$ cat src/rtl/vliw_pred_pkg.sv
`timescale 1ns/1ps
package vliw_pred_pkg;

    typedef enum logic [2:0] {
        CMP_LTZ  = 3'd0,
        CMP_LEZ  = 3'd1,
        CMP_GTZ  = 3'd2,
        CMP_GEZ  = 3'd3,
        CMP_EQZ  = 3'd4,
        CMP_NEZ  = 3'd5,
        CMP_RSV6 = 3'd6,
        CMP_RSV7 = 3'd7
    } cmp_op_e;

    localparam int OP_W     = 3;
    localparam int SLOT_ALU = 0;
    localparam int SLOT_MEM = 1;
    localparam int SLOT_FPU = 2;

endpackage

$ cat src/rtl/pred_cmp_eval.sv
`timescale 1ns/1ps
module pred_cmp_eval
    import vliw_pred_pkg::*;
#(
    parameter int DATA_W = 32
) (
    input  logic [OP_W-1:0]   op_i,
    input  logic [DATA_W-1:0] val_i,
    output logic              hit_o,
    output logic              writes_o
);

    logic is_neg;
    logic is_zero;

    assign is_neg  = val_i[DATA_W-1];
    assign is_zero = (val_i == '0);

    always_comb begin
        hit_o    = 1'b0;
        writes_o = 1'b1;
        unique case (cmp_op_e'(op_i))
            CMP_LTZ:  hit_o = is_neg;
            CMP_LEZ:  hit_o = is_neg | is_zero;
            CMP_GTZ:  hit_o = ~is_neg & ~is_zero;
            CMP_GEZ:  hit_o = ~is_neg;
            CMP_EQZ:  hit_o = is_zero;
            CMP_NEZ:  hit_o = ~is_zero;
            CMP_RSV6,
            CMP_RSV7: writes_o = 1'b0;
        endcase
    end

endmodule

$ cat src/rtl/pred_collide.sv
`timescale 1ns/1ps
module pred_collide #(
    parameter int NUM_CMP = 2,
    parameter int IDX_W   = 5
) (
    input  logic [NUM_CMP-1:0]       wr_req_i,
    input  logic [NUM_CMP*IDX_W-1:0] dst_i,
    output logic [NUM_CMP-1:0]       clash_o,
    output logic                     any_clash_o
);

    always_comb begin
        clash_o = '0;
        for (int i = 0; i < NUM_CMP; i++) begin
            for (int j = 0; j < NUM_CMP; j++) begin
                if (i != j && wr_req_i[i] && wr_req_i[j] &&
                    dst_i[i*IDX_W +: IDX_W] == dst_i[j*IDX_W +: IDX_W]) begin
                    clash_o[i] = 1'b1;
                end
            end
        end
    end

    assign any_clash_o = |clash_o;

endmodule

$ cat src/rtl/pred_regfile.sv
`timescale 1ns/1ps
module pred_regfile #(
    parameter int PREDS   = 32,
    parameter int NUM_CMP = 2,
    parameter int IDX_W   = 5
) (
    input  logic                     clk,
    input  logic                     rst_n,
    input  logic [NUM_CMP-1:0]       wr_en_i,
    input  logic [NUM_CMP*IDX_W-1:0] wr_idx_i,
    input  logic [NUM_CMP-1:0]       wr_bit_i,
    output logic [PREDS-1:0]         pred_q
);

    logic [PREDS-1:0] pred_d;

    always_comb begin
        pred_d = pred_q;
        for (int p = 0; p < NUM_CMP; p++) begin
            if (wr_en_i[p]) begin
                pred_d[wr_idx_i[p*IDX_W +: IDX_W]] = wr_bit_i[p];
            end
        end
    end

    always_ff @(posedge clk or negedge rst_n) begin
        if (!rst_n) begin
            pred_q <= '0;
        end else begin
            pred_q <= pred_d;
        end
    end

endmodule

$ cat src/rtl/pred_slot_gate.sv
`timescale 1ns/1ps
module pred_slot_gate #(
    parameter int PREDS = 32,
    parameter int IDX_W = 5
) (
    input  logic             valid_i,
    input  logic             pred_en_i,
    input  logic [IDX_W-1:0] idx_i,
    input  logic             is_ctrl_i,
    input  logic [PREDS-1:0] preds_i,
    output logic             exec_o
);

    logic use_pred;

    assign use_pred = pred_en_i & ~is_ctrl_i;

    always_comb begin
        if (!valid_i) begin
            exec_o = 1'b0;
        end else if (use_pred) begin
            exec_o = preds_i[idx_i];
        end else begin
            exec_o = 1'b1;
        end
    end

endmodule

$ cat src/rtl/vliw_pred_unit.sv
`timescale 1ns/1ps
module vliw_pred_unit
    import vliw_pred_pkg::*;
#(
    parameter int DATA_W  = 32,
    parameter int PREDS   = 32,
    parameter int NUM_CMP = 2,
    parameter int SLOTS   = 3
) (
    input  logic                                clk,
    input  logic                                rst_n,
    input  logic [NUM_CMP-1:0]                  cmp_valid,
    input  logic [NUM_CMP*OP_W-1:0]             cmp_op,
    input  logic [NUM_CMP*$clog2(PREDS)-1:0]    cmp_dst,
    input  logic [NUM_CMP*DATA_W-1:0]           cmp_val,
    input  logic [SLOTS-1:0]                    slot_valid,
    input  logic [SLOTS-1:0]                    slot_pred_en,
    input  logic [SLOTS*$clog2(PREDS)-1:0]      slot_pred_idx,
    input  logic                                alu_is_branch,
    output logic [SLOTS-1:0]                    slot_exec,
    output logic                                bundle_illegal
);

    localparam int IDX_W = $clog2(PREDS);

    logic [NUM_CMP-1:0] cmp_hit;
    logic [NUM_CMP-1:0] cmp_writes;
    logic [NUM_CMP-1:0] cmp_req;
    logic [NUM_CMP-1:0] cmp_clash;
    logic [NUM_CMP-1:0] cmp_wr_en;
    logic [PREDS-1:0]   preds;

    for (genvar p = 0; p < NUM_CMP; p++) begin : g_cmp
        pred_cmp_eval #(.DATA_W(DATA_W)) eval_i (
            .op_i     (cmp_op[p*OP_W +: OP_W]),
            .val_i    (cmp_val[p*DATA_W +: DATA_W]),
            .hit_o    (cmp_hit[p]),
            .writes_o (cmp_writes[p])
        );
        assign cmp_req[p]   = cmp_valid[p] & cmp_writes[p];
        assign cmp_wr_en[p] = cmp_req[p] & ~cmp_clash[p];
    end

    pred_collide #(.NUM_CMP(NUM_CMP), .IDX_W(IDX_W)) collide_i (
        .wr_req_i    (cmp_req),
        .dst_i       (cmp_dst),
        .clash_o     (cmp_clash),
        .any_clash_o (bundle_illegal)
    );

    pred_regfile #(.PREDS(PREDS), .NUM_CMP(NUM_CMP), .IDX_W(IDX_W)) file_i (
        .clk      (clk),
        .rst_n    (rst_n),
        .wr_en_i  (cmp_wr_en),
        .wr_idx_i (cmp_dst),
        .wr_bit_i (cmp_hit),
        .pred_q   (preds)
    );

    for (genvar s = 0; s < SLOTS; s++) begin : g_slot
        logic slot_ctrl;
        if (s == SLOT_ALU) begin : g_alu
            assign slot_ctrl = alu_is_branch;
        end else begin : g_other
            assign slot_ctrl = 1'b0;
        end
        pred_slot_gate #(.PREDS(PREDS), .IDX_W(IDX_W)) gate_i (
            .valid_i   (slot_valid[s]),
            .pred_en_i (slot_pred_en[s]),
            .idx_i     (slot_pred_idx[s*IDX_W +: IDX_W]),
            .is_ctrl_i (slot_ctrl),
            .preds_i   (preds),
            .exec_o    (slot_exec[s])
        );
    end

endmodule

$ cat config.mk
export PLATFORM = sky130hd
export DESIGN_NAME = vliw_pred_unit
export DESIGN_NICKNAME = d
export VERILOG_FILES = /design/src/rtl/vliw_pred_pkg.sv /design/src/rtl/pred_cmp_eval.sv /design/src/rtl/pred_collide.sv /design/src/rtl/pred_regfile.sv /design/src/rtl/pred_slot_gate.sv /design/src/rtl/vliw_pred_unit.sv
export SDC_FILE = /design/constraint.sdc
export NUM_CORES = 1
export LEC_CHECK = 0
export ABC_AREA = 1
export CAP_MARGIN = 20
export CORE_ASPECT_RATIO = 0.5
export CORE_MARGIN = 5
export CORE_UTILIZATION = 40
export DETAILED_ROUTE_END_ITERATION = 10
export DONT_BUFFER_PORTS = 1
export HOLD_SLACK_MARGIN = 0.06
export PLACE_DENSITY_LB_ADDON = 0.3
export SETUP_SLACK_MARGIN = 0.3
export SLEW_MARGIN = 30
export SYNTH_ARGS = -nofsm -noshare
export SYNTH_HDL_FRONTEND = slang
export SYNTH_SLANG_ARGS = --single-unit
$ cat constraint.sdc
create_clock -name clk -period 1.8 [get_ports clk]
set_input_delay 0.36 -clock clk [delete_from_list [all_inputs] [get_ports clk]]
set_output_delay 0.36 -clock clk [all_outputs]
set_load 0.005 [all_outputs]
# == Word-level counts from Yosys, hierarchy flattened ==
# Index checks and enable logic that the tools add are counted.
# word_totals
regBits,32
inputBits,106
out_inout_bits,4
elab_cells,78
# op_classes
n_lt_le_gt_ge,7
n_eq_ne,16
muxes,26
bitwise_logic,16
reduce_logical,12
# op_table
op,n
$bwmux W32,2
$logic_not A32 Y1,2
$mux W32,2
$lt A5 B6 Y1 const B,5
$eq A3 B3 Y1 const B,8
$bmux W1 S5,3
$mux W1,15
$eq A3 B2 Y1 const B,4
$pmux W1 S6,2
$demux W1 S5,2
$eq A5 B5 Y1,2
$ge A5 B1 Y1 const B,2
$and A1 B1 Y1,7
$not A1 Y1,7
$eq A3 B1 Y1 const B,2
$logic_not A3 Y1,2
$reduce_or A2 Y1,3
$logic_and A1 B1 Y1,5
$or A1 B1 Y1,2

# == Depth between registers and ports, before layout ==
# logic_depth
ltp_word,12
depth_mapped,13

# == Hierarchy ==
# From an unflattened synthesis, not the netlist that was laid out.
# unflattened
cells_unflattened,754
area_unflattened_um2,3913.8
# by_module_without_submodules
module,n_inst,cells_per_inst,area_per_inst_um2,seq_area_each_um2
pred_regfile,1,323,2088.3,800.8
pred_slot_gate,3,101,434.2,0.0
pred_cmp_eval,2,48,188.9,0.0
pred_collide,1,25,113.9,0.0
vliw_pred_unit,1,7,31.3,0.0

# == Least setup slack after synthesis ==
# No wires, ideal clock.
# synth_timing
kind,input to output
start,input slot_pred_idx[5]
end,output slot_exec[1]
arrival_time_ps,1267
t_required_ps,1440
path_slack_ps,173
path_stages,9
path_buffers,2
path_cell_list,clkbuf_1 > a21oi_1 > o21ai_0 > nand3_1 > nand3_1 > a21oi_1 > o21ai_0 > inv_1 > buf_4
# synth_between
elab_chain_len,4
# synth_lines
element,line,text
start: declaration,vliw_pred_unit.sv:18,"input logic [SLOTS*$clog2(PREDS)-1:0] slot_pred_idx,"
$bmux W1 S5,pred_slot_gate.sv:22,exec_o = preds_i[idx_i];
$mux W1 (not written as such),pred_slot_gate.sv:22,
$mux W1,pred_slot_gate.sv:21,end else if (use_pred) begin
$mux W1,pred_slot_gate.sv:19,if (!valid_i) begin
end: declaration,vliw_pred_unit.sv:20,"output logic [SLOTS-1:0] slot_exec,"
# Every way passes these cells. The select of a mux whose other input is x is not followed.

# == Final worst setup path ==
# layout_timing
start,register file_i.pred_q[31]
end,output slot_exec[2]
# layout_between
elab_chain_len,4
# layout_lines
element,line,text
start: declaration,pred_regfile.sv:12,output logic [PREDS-1:0] pred_q
start signal: assignment,pred_regfile.sv:30,pred_q <= pred_d;
$bmux W1 S5,pred_slot_gate.sv:22,
$mux W1 (not written as such),pred_slot_gate.sv:22,
$mux W1,pred_slot_gate.sv:21,
$mux W1,pred_slot_gate.sv:19,
# Every way passes these cells. The select of a mux whose other input is x is not followed.

==> results <==
- In this run the critical register-to-register path is launched from file_i.pred_q[7]$_DFF_PN0_.
- The largest incremental delay on the critical path is 430 ps.
- The number of setup violations in the final report is 3.
- The most used flip-flop cell after synthesis is sky130_fd_sc_hd__dfrtp_1.
- The final clock skew is 0 ps.
- The leakage power of the design is 2.06 nW.
- The final critical delay including setup and external delays is 1840 ps.
- After clock tree synthesis, the clock-pin slew on the worst setup and hold paths is 60 ps.
- The wire length of the first global-routing pass is 20.9 mm.
- The maximum number of pins on one net before global-route repair is 36.
- The commonest cells after synthesis are sky130_fd_sc_hd__nand2_1 (108), sky130_fd_sc_hd__inv_1 (92), sky130_fd_sc_hd__nand4_1 (68), sky130_fd_sc_hd__nor2_1 (65), sky130_fd_sc_hd__a21oi_1 (52).
- The worst endpoint data arrival time is 1480 ps.
- The final hold violation count is 0.
- The initial core utilization is 0.415.
- The number of H-tree levels is 2.
- The synthesis-to-layout area growth is 14.4%.
- The beginning of the critical path is file_i.pred_q[31]$_DFF_PN0_.
- In this run the register-to-register setup slack is 900 ps.
- At the worst endpoint, the required time is 1440 ps.
- The post-placement setup slack is 107 ps.
- In the final layout, the registers with the most flip-flops are file_i.pred_q: 32 flops.
- The synthesis warning total is 0.
- The count of cells in the finished layout, fillers not included, comes to 792.
- The smallest setup slack after layout is -42.1 ps.
- Yosys mapped a number of flops with a built-in enable equal to 0.
- The detail-routed via count per cell is 5.90.
- The number of optimization iterations in the first detailed-route pass is 5.
- At the end of the flow, the number of nets in the layout was 762.
- After technology mapping, the gate count stands at 657.
- The first-iteration detailed-routing DRC count is 373.
- The run finished, with violations left.
- Summing all placed instances gives a cell area of 4110 um^2.
- The TritonCTS clock tree is yes.
- The kind of start point of the critical path is a register.
- For this run, the register share of the synthesized area comes to 0.202.
- Headroom to the max-slew limit came out at 0.606.
- The maximum clock frequency is 543 MHz.
- Across all layers, the routed design uses 4669 vias.
- The tree is rooted in a sky130_fd_sc_hd__clkbuf_16.
- Dividing the final minimum period by the clock period gives 1.02.
- For the final routed database, the setup TNS stands at -58.2 ps.
- The clock insertion delay at the later pin of the skew report is 280 ps.
- The fraction of layout cells with a size suffix above 1 is 0.154.
- The number of global-route vias before repair was 4174.
- The largest buffer count on any clock path is 2.
- Setup repair after global routing could not meet its margin everywhere.
- The final reports fail on setup timing.
- The initial antenna violation count is 0.
- The area share of the largest cell type after synthesis is 0.202.
- For this run, the total global-route usage over all layers was measured as 0.212.
- The count of input and output buffers is 0.
- The total CTS buffers is 5.
- The critical path class is reg2out.
- For this design the ratio of total power to cell area is 717 nW/um^2.
- In this run the standard cell core region covers 9540 um^2.
- The worst setup path is captured at a primary output.
- The critical path ends at slot_exec[2].
- The floorplan step defined a die boundary enclosing 12100 um^2.
- The most frequent cell after synthesis is sky130_fd_sc_hd__nand2_1.
- The worst-path cell with the longest stage delay is sky130_fd_sc_hd__dfrtp_1.
- The register with the most flip-flops in the layout has 32 of them.
- The number of antenna repair diodes is 0.
- The proportion of synthesized flip-flops having asynchronous set or reset is 1.00.
- The cell seen most often among critical-path stages is sky130_fd_sc_hd__nand2_1.
- In this run the horizontal extent of the chip is 151 um.
- The leading area contributor after synthesis is sky130_fd_sc_hd__dfrtp_1.
- For the pin with the worst max-slew slack, the measured transition is 586 ps.
- The worst-case IR drop observed on VDD is 0.358 mV.
- After detailed routing, the total wire length is 13.6 mm.
- Clock tree synthesis found a total of 32 sinks.
- The total of max-cap violations is 0.
- In this run, placement finished with an instance count of 771.
- The total overflow left after global routing is 0.
- In the post-synthesis netlist, the biggest area contributors are sky130_fd_sc_hd__dfrtp_1 (20%), sky130_fd_sc_hd__nand4_1 (11%), sky130_fd_sc_hd__nand2_1 (10%).
- When the netlist entered floorplanning its net count stood at 763.
- In this run the worst path has a maximum fanout of 3.
- Traced cell by cell, the critical path runs through inv_2, nand2_1, o211ai_1, nand3_1, nand3_1, nand2_1, nand2_1, nand2_1, o21ai_1, inv_1.
- Dividing the detail-routed wire length by the instance count gives 17.2 um.
- In this run the critical register-to-register path is captured at file_i.pred_q[7]$_DFF_PN0_.
- The height of the die is 80.3 um.
- The global placement routability congestion is 0.901.
- With fillers left out, the area of the finished cells amounts to 4530 um^2.
- The path class of the tightest hold or removal check is in2reg.
- The final routed DRC violation total is 0.
- 110 I/O pins were placed.
- Counting cells, the worst reg-to-reg path comes to 3.
- The cell area that synthesis handed to floorplanning was 3960 um^2.
- The register with the most flip-flops in the final layout is file_i.pred_q.
- The distinct cell type count of the synthesized netlist is 25.
- The post-synthesis sequential element count is 32.
- The residual antenna-violating net count after detailed routing is 0.
- The wire-length estimate of the detail-placed layout is 9.68 mm.
- The average cell area after synthesis is 6.02 um^2.
- The number of rows created at floorplan is 25.
- The count of final max-slew check failures is 0.
## repair_timing
item                                   CTS  global route
gates cloned                             0             4
endpoints found under the hold margin   32             0
buffers inserted                         5             2
pin swaps                               12            11
hold buffers                             2             0
gates resized for setup                 11            25
setup endpoints to repair                3            24
## metal layers
metal,wire (um),vias up,global-route usage,part of all wire
met5,0,-,0,0
met4,259,0,0.0452,0.019
met3,1690,25,0.0406,0.12
met2,5920,295,0.342,0.44
met1,5730,2085,0.295,0.42
li1,-,2264,-,-
## report_power, final
part	leakage [nW]	internal [mW]	total, mW	switching (mW)
combinational	1.58	0.485	1.08	0.597
clock	0.0808	0.651	0.975	0.324
sequential	0.398	0.924	1.19	0.264
total	2.06	2.06	3.25	1.19
## worst max-delay path, delay by kind of cell (launching register included)
kind | cells | cell delay [ps]
AOI/OAI and AO/OA | 2 | 180
buffers and inverters | 2 | 170
DFF | 1 | 430
and+or+nand+nor | 6 | 430
## through the flow
step,hold slack [ps],utilization,power [mW]
floorplan,64.4,-,1.86
global placement,66.4,0.430,2.08
detailed placement,67.0,0.430,2.11
CTS,448,0.455,3.17
global route,494,0.474,3.43
finish,458,0.474,3.25
## how the worst min path moves through the flow
stage / startpoint / endpoint / cells after the start
5_1_grt: cmp_dst[7] / file_i.pred_q[16]$_DFF_PN0_ / 4
3_3_place_gp: rst_n / file_i.pred_q[5]$_DFF_PN0_ / 0
2_1_floorplan: rst_n / file_i.pred_q[0]$_DFF_PN0_ / 0
6_report: cmp_dst[7] / file_i.pred_q[16]$_DFF_PN0_ / 4
3_5_place_dp: rst_n / file_i.pred_q[5]$_DFF_PN0_ / 0
4_1_cts: cmp_dst[7] / file_i.pred_q[16]$_DFF_PN0_ / 4
## cell type report
class / count / area (um^2)
fillers: 982 / 5010
multi-input cells: 492 / 2680
flip-flops and latches: 32 / 801
repair buffers: 30 / 359
inverters: 95 / 357
well taps: 135 / 169
clock buffers: 6 / 129
clock inverters: 2 / 35.0
## kinds of logic (layout without fill, tap and decap cells)
kind of cell	count (synthesis)	count (layout)	synth area share
compound gates	155	155	0.258
xor+xnor	1	1	0.00221
buf+inv	133	133	0.145
flops	32	32	0.202
simple gates	336	336	0.393
## layout by cell type, fill, tap and decap left out, types with 22 or more instances in the layout
| cell | Yosys | routed |
|---|---|---|
| sky130_fd_sc_hd__a21oi_1 | 52 | 48 |
| sky130_fd_sc_hd__nand2_1 | 108 | 104 |
| sky130_fd_sc_hd__nor2_1 | 65 | 61 |
| sky130_fd_sc_hd__nor3_1 | 48 | 40 |
| sky130_fd_sc_hd__nand3_1 | 44 | 43 |
| sky130_fd_sc_hd__o21ai_0 | 34 | 22 |
| sky130_fd_sc_hd__inv_1 | 92 | 82 |
| sky130_fd_sc_hd__nand4_1 | 68 | 68 |
| sky130_fd_sc_hd__dfrtp_1 | 32 | 32 |
Note: power is estimated with default switching activity, not from simulation.
